## src/rtl/gpio_edge_pkg.sv

```systemverilog
// Package: shared constants and register selector for the GPIO edge unit.
// Assumes word-aligned register offsets decoded from address bits [3:2].
package gpio_edge_pkg;
    localparam int PIN_COUNT    = 28;
    localparam int DIRECT_COUNT = 11;
    localparam int DATA_W       = 32;
    localparam int ADDR_W       = 4;
    localparam int SEL_LSB      = 2;

    typedef enum logic [1:0] {
        SEL_RISE = 2'd0,
        SEL_FALL = 2'd1,
        SEL_PEND = 2'd2,
        SEL_WAKE = 2'd3
    } reg_sel_e;
endpackage

```

## src/rtl/gpio_pin_sync.sv

```systemverilog
// Module: gpio_pin_sync
// Brings each pin into the clock domain through two flops, keeps one more
// delayed copy and flags rising and falling transitions for one cycle.
// Assumes pins are quasi-static compared with the clock period.
module gpio_pin_sync #(
    parameter int PIN_COUNT = 28
) (
    input  logic                 clk,
    input  logic                 rst_n,
    input  logic [PIN_COUNT-1:0] pin_raw,
    output logic [PIN_COUNT-1:0] rise_vec,
    output logic [PIN_COUNT-1:0] fall_vec
);
    for (genvar g = 0; g < PIN_COUNT; g++) begin : g_pin
        logic meta_q;
        logic sync_q;
        logic prev_q;

        // Purpose: two-stage synchronizer plus one-cycle history per pin.
        always_ff @(posedge clk) begin
            if (!rst_n) begin
                meta_q <= 1'b0;
                sync_q <= 1'b0;
                prev_q <= 1'b0;
            end else begin
                meta_q <= pin_raw[g];
                sync_q <= meta_q;
                prev_q <= sync_q;
            end
        end

        assign rise_vec[g] = sync_q & ~prev_q;
        assign fall_vec[g] = ~sync_q & prev_q;
    end
endmodule

```

## src/rtl/gpio_regs.sv

```systemverilog
// Module: gpio_regs
// Holds the rising-enable, falling-enable and wake-mask registers, decodes
// writes, produces the pending clear vector and muxes read data.
// Assumes one access per cycle; unused upper data bits read as zero.
module gpio_regs
    import gpio_edge_pkg::*;
#(
    parameter int PIN_W  = PIN_COUNT,
    parameter int DWIDTH = DATA_W,
    parameter int AWIDTH = ADDR_W
) (
    input  logic              clk,
    input  logic              rst_n,
    input  logic [AWIDTH-1:0] bus_addr,
    input  logic [DWIDTH-1:0] bus_wdata,
    input  logic              bus_we,
    input  logic [PIN_W-1:0]  pend_q,
    output logic [PIN_W-1:0]  rise_en,
    output logic [PIN_W-1:0]  fall_en,
    output logic [PIN_W-1:0]  wake_en,
    output logic [PIN_W-1:0]  clr_vec,
    output logic [DWIDTH-1:0] bus_rdata
);
    reg_sel_e         sel;
    logic [PIN_W-1:0] wr_bits;
    logic             unused_bits;

    assign sel         = reg_sel_e'(bus_addr[SEL_LSB+1:SEL_LSB]);
    assign wr_bits     = bus_wdata[PIN_W-1:0];
    assign unused_bits = ^{bus_wdata[DWIDTH-1:PIN_W], bus_addr[SEL_LSB-1:0]};

    // Purpose: update the enable and wake registers on addressed writes.
    always_ff @(posedge clk) begin
        if (!rst_n) begin
            rise_en <= '0;
            fall_en <= '0;
            wake_en <= '0;
        end else if (bus_we) begin
            if (sel == SEL_RISE) rise_en <= wr_bits;
            if (sel == SEL_FALL) fall_en <= wr_bits;
            if (sel == SEL_WAKE) wake_en <= wr_bits;
        end
    end

    // Purpose: a write to the pending register clears the bits written as 1.
    always_comb begin
        clr_vec = '0;
        if (bus_we && sel == SEL_PEND) clr_vec = wr_bits;
    end

    // Purpose: select the addressed register, upper bits forced to zero.
    always_comb begin
        bus_rdata = '0;
        unique case (sel)
            SEL_RISE: bus_rdata[PIN_W-1:0] = rise_en;
            SEL_FALL: bus_rdata[PIN_W-1:0] = fall_en;
            SEL_PEND: bus_rdata[PIN_W-1:0] = pend_q;
            SEL_WAKE: bus_rdata[PIN_W-1:0] = wake_en;
            default:  bus_rdata = '0;
        endcase
    end


    enables_clear_after_reset_chk: assert property (@(posedge clk) disable iff (!rst_n)
        $past(!rst_n) |-> (rise_en == '0 && fall_en == '0 && wake_en == '0));
endmodule

```

## src/rtl/gpio_edge_status.sv

```systemverilog
// Module: gpio_edge_status
// Qualifies transitions with the edge enables (and the wake mask in sleep)
// and keeps the sticky pending register. Clears come from register writes;
// a set in the same cycle as a clear wins.
module gpio_edge_status #(
    parameter int PIN_W = 28
) (
    input  logic             clk,
    input  logic             rst_n,
    input  logic             sleep_mode,
    input  logic [PIN_W-1:0] rise_vec,
    input  logic [PIN_W-1:0] fall_vec,
    input  logic [PIN_W-1:0] rise_en,
    input  logic [PIN_W-1:0] fall_en,
    input  logic [PIN_W-1:0] wake_en,
    input  logic [PIN_W-1:0] clr_vec,
    output logic [PIN_W-1:0] set_vec,
    output logic [PIN_W-1:0] pend_q
);
    logic [PIN_W-1:0] gate;

    // Purpose: in sleep only wake-masked pins may latch events.
    assign gate    = sleep_mode ? wake_en : '1;
    assign set_vec = gate & ((rise_vec & rise_en) | (fall_vec & fall_en));

    // Purpose: sticky pending bits, write-1-clear, set has priority.
    always_ff @(posedge clk) begin
        if (!rst_n) pend_q <= '0;
        else        pend_q <= (pend_q & ~clr_vec) | set_vec;
    end


    set_beats_clear_chk: assert property (@(posedge clk) disable iff (!rst_n)
        (|set_vec) |=> ((pend_q & $past(set_vec)) == $past(set_vec)));


    clear_takes_effect_chk: assert property (@(posedge clk) disable iff (!rst_n)
        (|(clr_vec & ~set_vec)) |=> ((pend_q & $past(clr_vec & ~set_vec)) == '0));


    sleep_gates_events_chk: assert property (@(posedge clk) disable iff (!rst_n)
        sleep_mode |-> ((set_vec & ~wake_en) == '0));
endmodule

```

## src/rtl/gpio_irq_route.sv

```systemverilog
// Module: gpio_irq_route
// Maps pending bits onto the per-pin lines, the shared summary line and the
// wake request. Purely combinational; assumes DIRECT_N < PIN_W.
module gpio_irq_route #(
    parameter int PIN_W    = 28,
    parameter int DIRECT_N = 11
) (
    input  logic                pend_q,
    input  logic [PIN_W-1:0]    pend_vec,
    input  logic [PIN_W-1:0]    wake_en,
    input  logic                sleep_mode,
    output logic [DIRECT_N-1:0] irq_direct,
    output logic                irq_summary,
    output logic                wake_req
);
    logic unused_flag;
    assign unused_flag = pend_q;

    for (genvar g = 0; g < DIRECT_N; g++) begin : g_direct
        assign irq_direct[g] = pend_vec[g];
    end

    // Purpose: shared line for the upper pins, and qualified wake request.
    assign irq_summary = |pend_vec[PIN_W-1:DIRECT_N];
    assign wake_req    = sleep_mode & (|(pend_vec & wake_en));
endmodule

```

## src/rtl/gpio_edge_irq.sv

```systemverilog
// Module: gpio_edge_irq (top)
// GPIO edge-detect interrupt unit: synchronizer, register file, pending
// register and interrupt routing. Assumes a single clock and that software
// clears stale pending bits before entering sleep.
module gpio_edge_irq
    import gpio_edge_pkg::*;
#(
    parameter int PIN_N    = PIN_COUNT,
    parameter int DIRECT_N = DIRECT_COUNT,
    parameter int DWIDTH   = DATA_W,
    parameter int AWIDTH   = ADDR_W
) (
    input  logic                clk,
    input  logic                rst_n,
    input  logic [PIN_N-1:0]    pin_in,
    input  logic                sleep_mode,
    input  logic [AWIDTH-1:0]   bus_addr,
    input  logic [DWIDTH-1:0]   bus_wdata,
    input  logic                bus_we,
    output logic [DWIDTH-1:0]   bus_rdata,
    output logic [DIRECT_N-1:0] irq_direct,
    output logic                irq_summary,
    output logic                wake_req
);
    logic [PIN_N-1:0] rise_vec, fall_vec;
    logic [PIN_N-1:0] rise_en, fall_en, wake_en;
    logic [PIN_N-1:0] clr_vec, set_vec, pend_q;

    gpio_pin_sync #(.PIN_COUNT(PIN_N)) u_sync (
        .clk      (clk),
        .rst_n    (rst_n),
        .pin_raw  (pin_in),
        .rise_vec (rise_vec),
        .fall_vec (fall_vec)
    );

    gpio_regs #(.PIN_W(PIN_N), .DWIDTH(DWIDTH), .AWIDTH(AWIDTH)) u_regs (
        .clk       (clk),
        .rst_n     (rst_n),
        .bus_addr  (bus_addr),
        .bus_wdata (bus_wdata),
        .bus_we    (bus_we),
        .pend_q    (pend_q),
        .rise_en   (rise_en),
        .fall_en   (fall_en),
        .wake_en   (wake_en),
        .clr_vec   (clr_vec),
        .bus_rdata (bus_rdata)
    );

    gpio_edge_status #(.PIN_W(PIN_N)) u_status (
        .clk        (clk),
        .rst_n      (rst_n),
        .sleep_mode (sleep_mode),
        .rise_vec   (rise_vec),
        .fall_vec   (fall_vec),
        .rise_en    (rise_en),
        .fall_en    (fall_en),
        .wake_en    (wake_en),
        .clr_vec    (clr_vec),
        .set_vec    (set_vec),
        .pend_q     (pend_q)
    );

    gpio_irq_route #(.PIN_W(PIN_N), .DIRECT_N(DIRECT_N)) u_route (
        .pend_q      (1'b0),
        .pend_vec    (pend_q),
        .wake_en     (wake_en),
        .sleep_mode  (sleep_mode),
        .irq_direct  (irq_direct),
        .irq_summary (irq_summary),
        .wake_req    (wake_req)
    );


    summary_needs_event_chk: assert property (@(posedge clk) disable iff (!rst_n)
        $rose(irq_summary) |-> $past(|set_vec[PIN_N-1:DIRECT_N]));


    wake_only_asleep_chk: assert property (@(posedge clk) disable iff (!rst_n)
        wake_req |-> sleep_mode);


    direct_needs_pending_chk: assert property (@(posedge clk) disable iff (!rst_n)
        $rose(irq_direct[0]) |-> $past(set_vec[0]));
endmodule

```

## config.mk

```make
export PLATFORM = sky130hd
export DESIGN_NAME = gpio_edge_irq
export DESIGN_NICKNAME = d
export VERILOG_FILES = /design/src/rtl/gpio_edge_pkg.sv /design/src/rtl/gpio_pin_sync.sv /design/src/rtl/gpio_regs.sv /design/src/rtl/gpio_edge_status.sv /design/src/rtl/gpio_irq_route.sv /design/src/rtl/gpio_edge_irq.sv
export SDC_FILE = /design/constraint.sdc
export NUM_CORES = 1
export LEC_CHECK = 0
export BUFFER_PORTS_ARGS = -buffer_cell sky130_fd_sc_hd__buf_2
export CORE_MARGIN = 2
export CORE_UTILIZATION = 55
export DETAILED_ROUTE_END_ITERATION = 10
export PLACE_DENSITY = 0.85
export SLEW_MARGIN = 20
export SYNTH_ARGS = -nofsm -noshare
export SYNTH_HDL_FRONTEND = slang
export SYNTH_SLANG_ARGS = --single-unit
export TNS_END_PERCENT = 10
```

## constraint.sdc

```tcl
create_clock -name clk -period 2 [get_ports clk]
set_clock_uncertainty 0.15 [all_clocks]
set_input_delay 0.3 -clock clk [delete_from_list [all_inputs] [get_ports clk]]
set_output_delay 0.3 -clock clk [all_outputs]
set_load 0.1 [all_outputs]
```

### Word-level counts from Yosys, hierarchy flattened

Cells that the tools add are included.

| storage, ports and cells | value |
|---|---|
| register bits | 196 |
| word-level logic and storage cells | 222 |

| operators by class | value |
|---|---|
| equality and inequality tests | 3 |
| multiplexer cells | 3 |
| bitwise gates (word level) | 121 |
| reductions and logical operators | 7 |

Operators with widths:

| cell | count |
|---|---|
| 28-bit AND | 5 |
| 28-bit one-hot mux with 4 select lines | 1 |
| 1-bit AND | 57 |
| 28-bit 2-to-1 mux | 2 |
| 1-bit inverter | 56 |
| 28-bit bitwise OR | 2 |
| 28-bit inverter | 1 |
| 28-bit OR reduction | 1 |
| 17-bit OR reduction | 1 |
| 2-bit AND reduction | 3 |
| 2-bit == test, second input constant | 2 |
| 2-bit by 1-bit == test with 1-bit output, second input constant | 1 |
| 2-bit zero test | 1 |
| 1-bit logical AND | 1 |

### Logic depth before layout (Yosys ltp)

| logic depth | value |
|---|---|
| depth in word-level cells | 6 |
| mapped depth | 7 |
| depth with buffers taken out | 4 |

### Modules after synthesis

From an unflattened synthesis, not the netlist that was laid out.

| second synthesis, totals | value |
|---|---|
| cells, all modules | 820 |
| area total of the unflattened synthesis | 8779.7 um2 |

By module, submodules not included:

| module | instances | cells an instance | area an instance (um2) |
|---|---|---|---|
| gpio_regs | 1 | 375 | 4037.6 |
| gpio_pin_sync | 1 | 233 | 2646.3 |
| gpio_edge_status | 1 | 176 | 1823.0 |
| gpio_irq_route | 1 | 35 | 269.0 |
| gpio_edge_irq | 1 | 1 | 3.8 |

### Least setup slack after synthesis

No wires, ideal clock.

| timing path | value |
|---|---|
| kind | reg-to-output |
| start | register u_status.pend_q[6] |
| end | output port wake_req |
| arrival time | 2202 ps |
| required time | 1550 ps |
| path slack | -652 ps |
| cell stages (with the launch flop) | 4 |
| cell sequence | dfxtp_1 > a22o_1 > a221oi_1 > a41oi_1 |

| on the way | value |
|---|---|
| longest elaborated chain between the ends | 3 |

RTL lines:

| element | line | RTL |
|---|---|---|
| start, declared | gpio_edge_status.sv:18 | `output logic [PIN_W-1:0] pend_q` |
| start signal, assigned | gpio_edge_status.sv:29 | `else pend_q <= (pend_q & ~clr_vec) \| set_vec;` |
| 28-bit AND | gpio_irq_route.sv:25 | `assign wake_req = sleep_mode & (\|(pend_vec & wake_en));` |
| 28-bit OR reduction | gpio_irq_route.sv:25 |  |
| 1-bit AND | gpio_irq_route.sv:25 |  |
| end, declared | gpio_edge_irq.sv:23 | `output logic wake_req` |

No other way between the ends.

### Worst setup path in the final report

| timing path | value |
|---|---|
| start | register u_status.pend_q[17] |
| end | output port irq_summary |

| on the way | value |
|---|---|
| longest elaborated chain between the ends | 1 |

RTL lines:

| element | line | RTL |
|---|---|---|
| 17-bit OR reduction | gpio_irq_route.sv:24 | `assign irq_summary = \|pend_vec[PIN_W-1:DIRECT_N];` |
| end, declared | gpio_edge_irq.sv:22 | `output logic irq_summary,` |

No other way between the ends.

==> run summary <==
The flow ran to the end, but the final reports show violations. The final reports fail on negative setup slack. TritonCTS built the clock tree. The classification of the worst-slack hold path was in -> reg. The design draws 8.28 mW. The critical path data arrival time was 2.02 ns.

The worst-case IR drop observed on VDD is 0.868 mV. The data required time of the worst path was 1.55 ns. The effective utilization at floorplan came out at 55.8%. In this run the critical register-to-register path is launched from u_sync.g_pin[12].sync_q. The cell area after technology mapping was 8020 um^2; the worst relative slew slack was 65.9%.

The run gives 1117 as the total instance count after detailed placement. Summing the sequential cell areas from Yosys gives 48.9% of the chip area. Sorting the synthesized cells by area gives the leading types as sky130_fd_sc_hd__dfxtp_1, sky130_fd_sc_hd__nand2_1, sky130_fd_sc_hd__mux4_2.

Setup repair after global routing could not meet its margin everywhere. The signed area change from the synthesized netlist to the final layout came out at 26.6%. Synthesis instantiated 30 different standard cells from the library. The logs give 0 for the count of pins over their slew limit and 39.9% for the clock share of power.

sky130_fd_sc_hd__dfxtp_1 takes more of the synthesized area than any other cell. The ratio of routed vias to standard cells is 5.66, and the cell-internal power is 6.19 mW. For this run, the share of the core covered by cells in the final layout is 70.6%. In this run the worst path has a maximum fanout of 4.

The cell count of the worst hold path was 3; the via count of the first global-routing pass was 6784. Master cell of the clock root buffer: sky130_fd_sc_hd__clkbuf_16. For the register-to-register path setup slack, the log shows 0.77 ns. Counting cells, the worst reg-to-reg path comes to 4.

For this block, the routed nets add up to 20.4 mm of wire. Excluding fillers, the count of instances in the completed layout stands at 1201. Sequential cells burn 49.7% of the power. The logs give 2.09 mW for the net switching power of the design and 0 for the max-cap violation count. The count of flip-flops with a built-in enable after synthesis came out at 0.

Timing would allow up to 404 MHz. The worst setup path is launched from a flop. The count of nets left with antenna violations once routing finished came out at 0. Pin placement for this block handled 113 I/O pins.

At the end of the flow, the number of nets in the layout was 1071. The run gives 5 as the count of TritonRoute iterations in the first routing pass. Global routing used 26.5% of the available tracks across all layers. The share of Yosys cell area claimed by the top area cell type works out to 48.9%.

The time the worst path needs with I/O delays and setup works out to 2.47 ns. In the post-synthesis netlist, the cell with the most instances is sky130_fd_sc_hd__nand2_1. Counting instances in the post-synthesis netlist gives the leading cell types as sky130_fd_sc_hd__nand2_1, sky130_fd_sc_hd__dfxtp_1, sky130_fd_sc_hd__and2_1, sky130_fd_sc_hd__a21boi_0, sky130_fd_sc_hd__o21ai_0. Depth of the critical timing path with buffers and inverters included: 4.

The largest individual stage delay along the critical path comes from the cell sky130_fd_sc_hd__or4_4. Per report_power, the combinational group accounts for 10.5% of the total. Counting the buffers created by CTS gives 17. The longest individual stage delay on the worst path came out at 0.46 ns. The detailed router placed 6799 vias in this run. At the later pin of the worst-skew pair, clock insertion delay measures 0.43 ns. Dividing the synthesized area by the synthesized cell count gives 9.38 um^2. The worst register-to-register path ends at u_status.pend_q[12].

The die area came out at 15600 um^2. Of the total power, the share spent switching nets is 25.3%. The ratio of final minimum period to clock period is 124%, and the buffers plus inverters on the worst setup path is 1. The actual slew at the worst max-slew pin was 0.515 ns; the remaining global-route overflow was 0. The run gives 0 as the count of endpoints failing hold in the final timing report. The static leakage is 3.84 nW, and the detailed-route wire length per cell is 17.0 um.

For this run, design rule violations remaining after detail routing come to 0. The tools report the hold path startpoint as bus_wdata[1]. The final-layout setup total negative slack is -1.17 ns, and the async set or reset register ratio after synthesis is 0%. The die width is 125 um, and the clock slew at the register clock pins of the worst setup and hold paths is 0.07 ns.

The vertical die dimension was 125 um. Tracing the worst setup path back leads to its startpoint at u_status.pend_q[17]. After the first detailed-routing iteration, the DRC count stood at 640. The power density over the cells was 816 nW/um^2; the wire length of the first global-routing pass was 33.3 mm.

For this design, the sink count on the clock tree is 196. Summed over all nets, the half-perimeter wirelength after detailed placement is 12.8 mm. The most used flip-flop cell after synthesis is sky130_fd_sc_hd__dfxtp_1.

The worst setup path is captured at a primary output. The run gives 14400 um^2 as the floorplan core area. Routability-driven placement finished with a final weighted congestion of 0.873. The proportion of layout cells with a drive suffix above 1 is 21.9%, and the smallest setup slack after layout is -0.472 ns. After floorplanning, the core was divided into 44 placement rows. The buffer depth of the longest clock path came out at 2. The critical path goes through nor4_1 -> nand4_1 -> or4_4 -> buf_8.

The total of fill cells in the finished design is 988, and the maximum number of pins on one net before global-route repair is 51. Port buffering added 102 buffers. The critical path in this run is classified as reg -> out. The initial antenna violation count came out at 0. The run gives 0 as the warning count from the yosys run. The synthesized design contains 196 register bits. Setup violations remaining at the end of the flow were counted as 13. The end point of the critical path is irq_summary.

Synthesis produced 855 cells. Broken down by cell family, the worst path's largest delay share belongs to simple AND/OR/NAND/NOR gates. The number of H-tree branching levels is 4.
-- logic make-up (layout without fill, tap and decap cells) --
kind of cell	count (synthesis)	count (layout)	share of synthesized area, %
multiplexers	28	28	7.87
AND/OR/NAND/NOR	381	381	22.6
buffers and inverters	66	224	5.06
flip-flops	196	196	48.9
other	1	5	0.0468
AO/OA/AOI/OAI	183	183	15.5
-- repair_timing --
action / in CTS / in global routing
pin swaps: 7 / 4
hold endpoints to repair: 70 / 0
resized for setup: 62 / 13
hold buffers: 50 / 0
buffers inserted: 1 / 0
setup endpoints to repair: 30 / 24
gates cloned: 0 / 0
-- metal layers --
metal | track usage (%) | part of all wire, % | vias to the layer above | routed length (um)
li1 | - | - | 3168 | -
met1 | 32.5 | 40 | 3262 | 8240
met2 | 44.3 | 48 | 313 | 9850
met3 | 7.17 | 8.2 | 56 | 1670
met4 | 10.9 | 3.1 | 0 | 642
met5 | 0 | 0 | - | 0
-- cell type report --
cell class                      count  area (um^2)  area share (%)
Timing Repair Buffer              191         1650            16.2
Tap cell                          184          230            2.27
Clock inverter                     13          123            1.21
Sequential cell                   196         3930            38.7
Multi-Input combinational cell    596         3760            37.1
Inverter                            1         3.75          0.0370
Clock buffer                       19          453            4.46
Antenna cell                        1         2.50          0.0247
-- power groups by stage --
stage / clock network (mW) / logic (mW) / registers, mW
global route: 3.51 / 0.919 / 4.12
detailed placement: 0 / 0.745 / 4.19
finish: 3.30 / 0.868 / 4.11
CTS: 3.34 / 0.854 / 4.11
global placement: 0 / 0.734 / 4.19
floorplan: 0 / 0.532 / 4.17
-- worst register-to-register path, delay by kind of cell (launching register included) --
family	cells	cell delay (ns)
flip-flops	1	0.39
AND/OR/NAND/NOR	1	0.07
AO/OA/AOI/OAI	3	0.55
-- cells in the final DEF (no fill, tap or decap), drive strengths merged, types with 6 or more instances in the layout --
master and count:
nand2 253, o21ai 56, buf 141, clkbuf 19, dfxtp 196, dlygate4sd3 50, mux4 28, and2 84
a21boi 112, a22oi 8, nand3b 28, inv 6
-- worst min path at each step --
stage / endpoint
2_1_floorplan: u_sync.g_pin[0].sync_q
3_5_place_dp: u_sync.g_pin[13].sync_q
4_1_cts: u_regs.wake_en[7]
5_1_grt: u_regs.fall_en[16]
6_report: u_regs.wake_en[1]
3_3_place_gp: u_sync.g_pin[5].sync_q
-- sequential cells by signal, summed over array words and instances (netlist names) --
| register | flops |
|---|---|
| u_sync.g_pin.prev_q | 28 |
| u_sync.g_pin.meta_q | 28 |
| u_regs.rise_en | 28 |
| u_regs.fall_en | 28 |
| u_regs.wake_en | 28 |
| u_sync.g_pin.sync_q | 28 |
| u_status.pend_q | 28 |
-- through the flow --
stage                     area, um^2  setup WS [ns]  hold slack (ns)
final                          10100         -0.472          0.00813
after global routing           10100         -0.439           0.0101
after CTS                      10100         -0.409         0.000986
after detailed placement        8810        -0.0548            0.267
after global placement          8810        -0.0317            0.264
after floorplan                 8040         0.0199            0.262
Note: power is estimated with default switching activity, not from simulation.
